`src/rtl/pwm10_pkg.sv`:
```
package pwm10_pkg;
  typedef enum logic [1:0] {
    PRE_DIV1   = 2'b00,
    PRE_DIV4   = 2'b01,
    PRE_DIV16  = 2'b10,
    PRE_DIV16B = 2'b11
  } pre_sel_e;

  // log2 of the ratio step between adjacent prescale settings
  localparam int unsigned PRE_STEP = 2;
endpackage

```
`src/rtl/pwm10_prescaler.sv`:
```
module pwm10_prescaler
  import pwm10_pkg::*;
#(
  parameter int unsigned FRAC_W = 2
) (
  input  logic              clk_i,
  input  logic              rst_ni,
  input  pre_sel_e          pre_sel_i,
  output logic              tick_o,
  output logic [FRAC_W-1:0] frac_nxt_o
);
  localparam int unsigned SUB_W = FRAC_W + 2 * PRE_STEP;
  localparam int unsigned SH_W  = $clog2(SUB_W + 1);

  logic [SUB_W-1:0] sub_q, sub_nxt, lim;
  logic [SH_W-1:0]  sh;

  always_comb begin
    unique case (pre_sel_i)
      PRE_DIV1: sh = '0;
      PRE_DIV4: sh = SH_W'(PRE_STEP);
      default:  sh = SH_W'(2 * PRE_STEP);
    endcase
  end

  // terminal count = 2**(FRAC_W+sh) - 1; >= tolerates a select change mid-count
  assign lim     = {SUB_W{1'b1}} >> (SH_W'(2 * PRE_STEP) - sh);
  assign tick_o  = (sub_q >= lim);
  assign sub_nxt = tick_o ? '0 : sub_q + 1'b1;
  assign frac_nxt_o = FRAC_W'(sub_nxt >> sh);

  always_ff @(posedge clk_i or negedge rst_ni) begin
    if (!rst_ni) sub_q <= '0;
    else         sub_q <= sub_nxt;
  end
endmodule

```
`src/rtl/pwm10_timer.sv`:
```
module pwm10_timer #(
  parameter int unsigned CNT_W = 8
) (
  input  logic             clk_i,
  input  logic             rst_ni,
  input  logic             tick_i,
  input  logic [CNT_W-1:0] period_i,
  output logic             wrap_o,
  output logic [CNT_W-1:0] tmr_o,
  output logic [CNT_W-1:0] tmr_nxt_o
);
  logic [CNT_W-1:0] tmr_q;

  assign wrap_o = tick_i && (tmr_q == period_i);

  always_comb begin
    if (wrap_o)      tmr_nxt_o = '0;
    else if (tick_i) tmr_nxt_o = tmr_q + 1'b1;
    else             tmr_nxt_o = tmr_q;
  end

  always_ff @(posedge clk_i or negedge rst_ni) begin
    if (!rst_ni) tmr_q <= '0;
    else         tmr_q <= tmr_nxt_o;
  end

  assign tmr_o = tmr_q;
endmodule

```
`src/rtl/pwm10_duty_buf.sv`:
```
module pwm10_duty_buf #(
  parameter int unsigned CNT_W  = 8,
  parameter int unsigned FRAC_W = 2
) (
  input  logic                    clk_i,
  input  logic                    rst_ni,
  input  logic                    hi_we_i,
  input  logic [CNT_W-1:0]        hi_i,
  input  logic                    lo_we_i,
  input  logic [FRAC_W-1:0]       lo_i,
  input  logic                    load_i,
  output logic [CNT_W+FRAC_W-1:0] duty_new_o,
  output logic [CNT_W+FRAC_W-1:0] duty_act_o
);
  logic [CNT_W-1:0]        hi_q;
  logic [FRAC_W-1:0]       lo_q;
  logic [CNT_W+FRAC_W-1:0] act_q;

  always_ff @(posedge clk_i or negedge rst_ni) begin
    if (!rst_ni) begin
      hi_q  <= '0;
      lo_q  <= '0;
      act_q <= '0;
    end else begin
      if (hi_we_i) hi_q <= hi_i;
      if (lo_we_i) lo_q <= lo_i;
      if (load_i)  act_q <= {hi_q, lo_q};
    end
  end

  assign duty_new_o = {hi_q, lo_q};
  assign duty_act_o = act_q;
endmodule

```
`src/rtl/pwm10_gen.sv`:
```
module pwm10_gen
  import pwm10_pkg::*;
#(
  parameter int unsigned CNT_W  = 8,
  parameter int unsigned FRAC_W = 2
) (
  input  logic              clk_i,
  input  logic              rst_ni,
  input  logic              period_we_i,
  input  logic [CNT_W-1:0]  period_i,
  input  logic              duty_hi_we_i,
  input  logic [CNT_W-1:0]  duty_hi_i,
  input  logic              duty_lo_we_i,
  input  logic [FRAC_W-1:0] duty_lo_i,
  input  logic              pre_we_i,
  input  logic [1:0]        pre_sel_i,
  output logic              pwm_o,
  output logic              match_o
);
  localparam int unsigned DUTY_W = CNT_W + FRAC_W;

  logic [CNT_W-1:0]  period_q;
  pre_sel_e          pre_q;
  logic              tick, wrap;
  logic [FRAC_W-1:0] frac_nxt;
  logic [CNT_W-1:0]  tmr_w, tmr_nxt;
  logic [DUTY_W-1:0] duty_new, duty_act_w, tb_nxt;
  logic              pwm_q, pwm_d, match_q;

  always_ff @(posedge clk_i or negedge rst_ni) begin
    if (!rst_ni) begin
      period_q <= '1;
      pre_q    <= PRE_DIV1;
    end else begin
      if (period_we_i) period_q <= period_i;
      if (pre_we_i)    pre_q    <= pre_sel_e'(pre_sel_i);
    end
  end

  pwm10_prescaler #(.FRAC_W(FRAC_W)) u_pre (
    .clk_i      (clk_i),
    .rst_ni     (rst_ni),
    .pre_sel_i  (pre_q),
    .tick_o     (tick),
    .frac_nxt_o (frac_nxt)
  );

  pwm10_timer #(.CNT_W(CNT_W)) u_tmr (
    .clk_i     (clk_i),
    .rst_ni    (rst_ni),
    .tick_i    (tick),
    .period_i  (period_q),
    .wrap_o    (wrap),
    .tmr_o     (tmr_w),
    .tmr_nxt_o (tmr_nxt)
  );

  pwm10_duty_buf #(.CNT_W(CNT_W), .FRAC_W(FRAC_W)) u_duty (
    .clk_i      (clk_i),
    .rst_ni     (rst_ni),
    .hi_we_i    (duty_hi_we_i),
    .hi_i       (duty_hi_i),
    .lo_we_i    (duty_lo_we_i),
    .lo_i       (duty_lo_i),
    .load_i     (wrap),
    .duty_new_o (duty_new),
    .duty_act_o (duty_act_w)
  );

  // compare the time base of the coming clock so the registered output is high D*N clocks
  assign tb_nxt = {tmr_nxt, frac_nxt};

  always_comb begin
    pwm_d = pwm_q;
    if (wrap)                      pwm_d = |duty_new;
    else if (tb_nxt == duty_act_w) pwm_d = 1'b0;
  end

  always_ff @(posedge clk_i or negedge rst_ni) begin
    if (!rst_ni) begin
      pwm_q   <= 1'b0;
      match_q <= 1'b0;
    end else begin
      pwm_q   <= pwm_d;
      match_q <= wrap;
    end
  end

  assign pwm_o   = pwm_q;
  assign match_o = match_q;
endmodule

```
`config.mk`:
```
export PLATFORM = sky130hd
export DESIGN_NAME = pwm10_gen
export DESIGN_NICKNAME = d
export VERILOG_FILES = /design/src/rtl/pwm10_pkg.sv /design/src/rtl/pwm10_prescaler.sv /design/src/rtl/pwm10_timer.sv /design/src/rtl/pwm10_duty_buf.sv /design/src/rtl/pwm10_gen.sv
export SDC_FILE = /design/constraint.sdc
export NUM_CORES = 1
export LEC_CHECK = 0
export ABC_AREA = 0
export BUFFER_PORTS_ARGS = -buffer_cell sky130_fd_sc_hd__buf_2
export CAP_MARGIN = 10
export CORE_MARGIN = 8
export CORE_UTILIZATION = 60
export CTS_BUF_LIST = sky130_fd_sc_hd__clkbuf_16
export CTS_CLUSTER_DIAMETER = 50
export DETAILED_ROUTE_END_ITERATION = 12
export GPL_ROUTABILITY_DRIVEN = 1
export GPL_TIMING_DRIVEN = 1
export PLACE_DENSITY = 0.78
export SLEW_MARGIN = 20
export SYNTH_ARGS = -nofsm -noshare
export SYNTH_HDL_FRONTEND = slang
export SYNTH_SLANG_ARGS = --single-unit
```
`constraint.sdc`:
```
create_clock -name clk_i -period 4.1 [get_ports clk_i]
set_clock_uncertainty 0.2 [all_clocks]
set_input_delay 0.205 -clock clk_i [delete_from_list [all_inputs] [get_ports clk_i]]
set_output_delay 0.205 -clock clk_i [all_outputs]
set_load 0.05 [all_outputs]
```
==> out/results.tsv <==
metric	value	unit
post_cts_resized	0	
cp_max_fo	11	
routed_via_density	5.94	
async_reset_ff_share	100	%
syn_nets	284	
gr-total-overflow	0	
postSynthCellCount	251	
final_max_slew_viol_count	0	
end_kind	flip-flop	
synth_top_area_share	37.4	%
syn_area	2540	um^2
synth_top_area_cell	dfrtp_1	
antenna_found_initial	0	
hp-start	pre_we_i	
fin_crit	3.10	ns
cts_sinks	46	
outcome	completed	
cp_data_required_time	4.06	ns
max_freq	323	MHz
critPathArrivalTime	3.06	ns
grt_pass1_wl	9.85	mm
antennaDiodeCount	0	
pin_count	28	
grt_usage	19.2	%
cts-root-buf	clkbuf_16	
dieArea	6570	um^2
drive_gt1_share	24.4	%
synthAdderAreaFrac	3.45	%
yosys_warnings	0	
startpoint_type	flip-flop	
leakage	0.00137	uW
hold_class	primary input to flip-flop	
num_vias	2074	
rsz0062_at_grt	no	
syn_area_per_cell	10.1	um^2
htreeDepth	2	
startpoint	pre_q[0]$_DFFE_PN0P_	
post-synth-top-count-cell	dfrtp_1	
max-cap-violations	0	
row_count	23	
synthMuxAreaShare	13.1	%
ys_types	45	
synth_simple_gate_area_share	16.1	%
powerDensity	477	nW/um^2
io_buffers	27	
first_pass_iters	4	
cp_cell_sequence	nor2_1 -> ha_1 -> a21oi_1 -> o22ai_1 -> nor2_1 -> o21ai_0 -> a2111o_1 -> a221oi_1 -> a31oi_1	
synth_compound_area_share	12.6	%
cts_buffer_depth	2	
area_delta_synth_final	21.3	%
grt_max_degree	47	
drt_iter0_markers	157	
synth_commonest_cells	dfrtp_1, mux2_2, nand2_1	
synth_edf_count	0	
cts_buffers	5	
slowest_stage	nor2_1	
nets	331	
drc	0	
cpMostUsedCell	nor2_1	
finalPower	1470	uW
p_sw	514	uW
synthTopCellsByArea	dfrtp_1, mux2_2, dfstp_2	
power_frac_comb	30.5	%
tightest_slew	0.716	ns
internal-power	956	uW
cts_tree	done	
routabilityCongestion	0.924	
p_clk_share	26.6	%
synthXorXnorAreaFrac	5.17	%
worstSetupPathType	flip-flop to flip-flop	
core_area	4030	um^2
reg2reg_from	pre_q[0]$_DFFE_PN0P_	
synth-seq-cells	46	
finalHoldViolations	0	
routed_wirelength	6.05	mm
clkLatencyLatePin	0.28	ns
p_sw_share	35.0	%
slew_headroom	52.1	%
hpwl	4.26	mm
cp_slowest_stage_delay	0.58	ns
fin_tns_setup	0	ns
antenna_left	0	
initial_utilization	63.1	%
grt_pass1_vias	2011	
wl_per_cell	17.3	um
ys_seq_area_share	45.7	%
n_fill_cell	290	
fin_crit_sh	75.6	%
die_width	81.1	um
setup_viol	0	
dieHeight	81.1	um
peakVddDrop	0.385	mV
synth_top_family_by_area	simple AND/OR/NAND/NOR gates	
cts.clk_slew.worst_paths	0.06	ns
ys.flop_type	dfrtp_1	
pwr-share-seq	42.9	%
cell usage in the layout (no fill, tap or decap), drive strengths merged, types with 3 or more instances in the layout:
cell,instances
a21oi,8
clkbuf,5
inv,12
o22ai,3
nor2,13
buf,27
xor2,13
o31ai,5
dfstp,8
ha,7
o21ai,15
nand3,9
nor3,5
nand2,23
nand2b,8
dlygate4sd3,25
dfrtp,38
nor4,6
mux2,26
nand3b,3
mux2i,4
nand4,3
a31oi,5
critical path: cells and delay by family (launching register included):
kind | cells | cell delay, ns
simple gates | 2 | 0.77
flops | 1 | 0.42
fa+ha+maj | 1 | 0.27
compound gates | 6 | 1.31
sequential cells by signal (all words and copies together), names as in the netlist:
register           flops
pwm_o                  1
period_q               8
u_duty.duty_act_o     10
u_pre.sub_q            6
match_o                1
u_duty.lo_q            2
u_duty.hi_q            8
pre_q                  2
u_tmr.tmr_o            8
layout make-up:
type | instances | area (um^2) | area share [%]
multi-input combinational | 181 | 1280 | 41.5
sequential | 46 | 1160 | 37.7
timing repair buffer | 52 | 388 | 12.6
clock buffer | 5 | 125 | 4.06
tap | 50 | 62.6 | 2.03
inverter | 12 | 45.0 | 1.46
clock inverter | 3 | 21.3 | 0.690
cell families (layout without fill, tap and decap cells):
| group | count (synthesis) | after routing |
|---|---|---|
| simple gates | 80 | 80 |
| compound gates | 49 | 49 |
| flops | 46 | 46 |
| mux | 30 | 30 |
| buf+inv | 24 | 72 |
| xor+xnor | 15 | 15 |
| fa+ha+maj | 7 | 7 |
final timing paths:
check	endpoint	slack (ns)	depth (start not counted)
max	pwm_o$_DFFE_PN0P_	1.00	9
min	pre_q[0]$_DFFE_PN0P_	0.01	2
max reg2reg	pwm_o$_DFFE_PN0P_	1.00	9
min reg2reg	u_duty.duty_act_o[9]$_DFFE_PN0N_	0.33	2
max in group asynchronous	u_pre.sub_q[3]$_DFF_PN0_	3.06	2
min in group asynchronous	u_tmr.tmr_o[6]$_DFF_PN0_	0.27	2
routing by layer:
| layer | vias to the layer above | GRT usage (%) | part of all wire [%] |
|---|---|---|---|
| li1 | 993 | - | - |
| met1 | 998 | 25.4 | 43 |
| met2 | 77 | 31.5 | 50 |
| met3 | 6 | 3.97 | 6.1 |
| met4 | 0 | 4.64 | 0.81 |
| met5 | - | 0 | 0 |
repair_timing:
item                      CTS  global route
buffers inserted            0             0
hold buffers               25             0
hold endpoints to repair   58             0
power groups by stage:
stage / combinational (uW) / sequential (uW) / clock, uW
floorplan: 346 / 590 / 0
global placement: 410 / 631 / 0
detailed placement: 417 / 635 / 0
CTS: 440 / 627 / 397
global route: 495 / 641 / 419
finish: 449 / 631 / 390
stage by stage:
step / util, % / setup slack (ns) / cell area [um^2] / std cells / hold slack [ns]
floorplan: - / 1.56 / 2540 / 251 / -0.291
global placement: 66.6 / 1.23 / 2680 / 316 / 0.216
detailed placement: 66.6 / 1.07 / 2680 / 316 / 0.226
CTS: 76.4 / 1.07 / 3080 / 349 / 0.00442
global route: 76.5 / 0.851 / 3080 / 349 / 0.00582
finish: 76.5 / 1.00 / 3080 / 349 / 0.0104
Power figures use the tool's default switching activity.
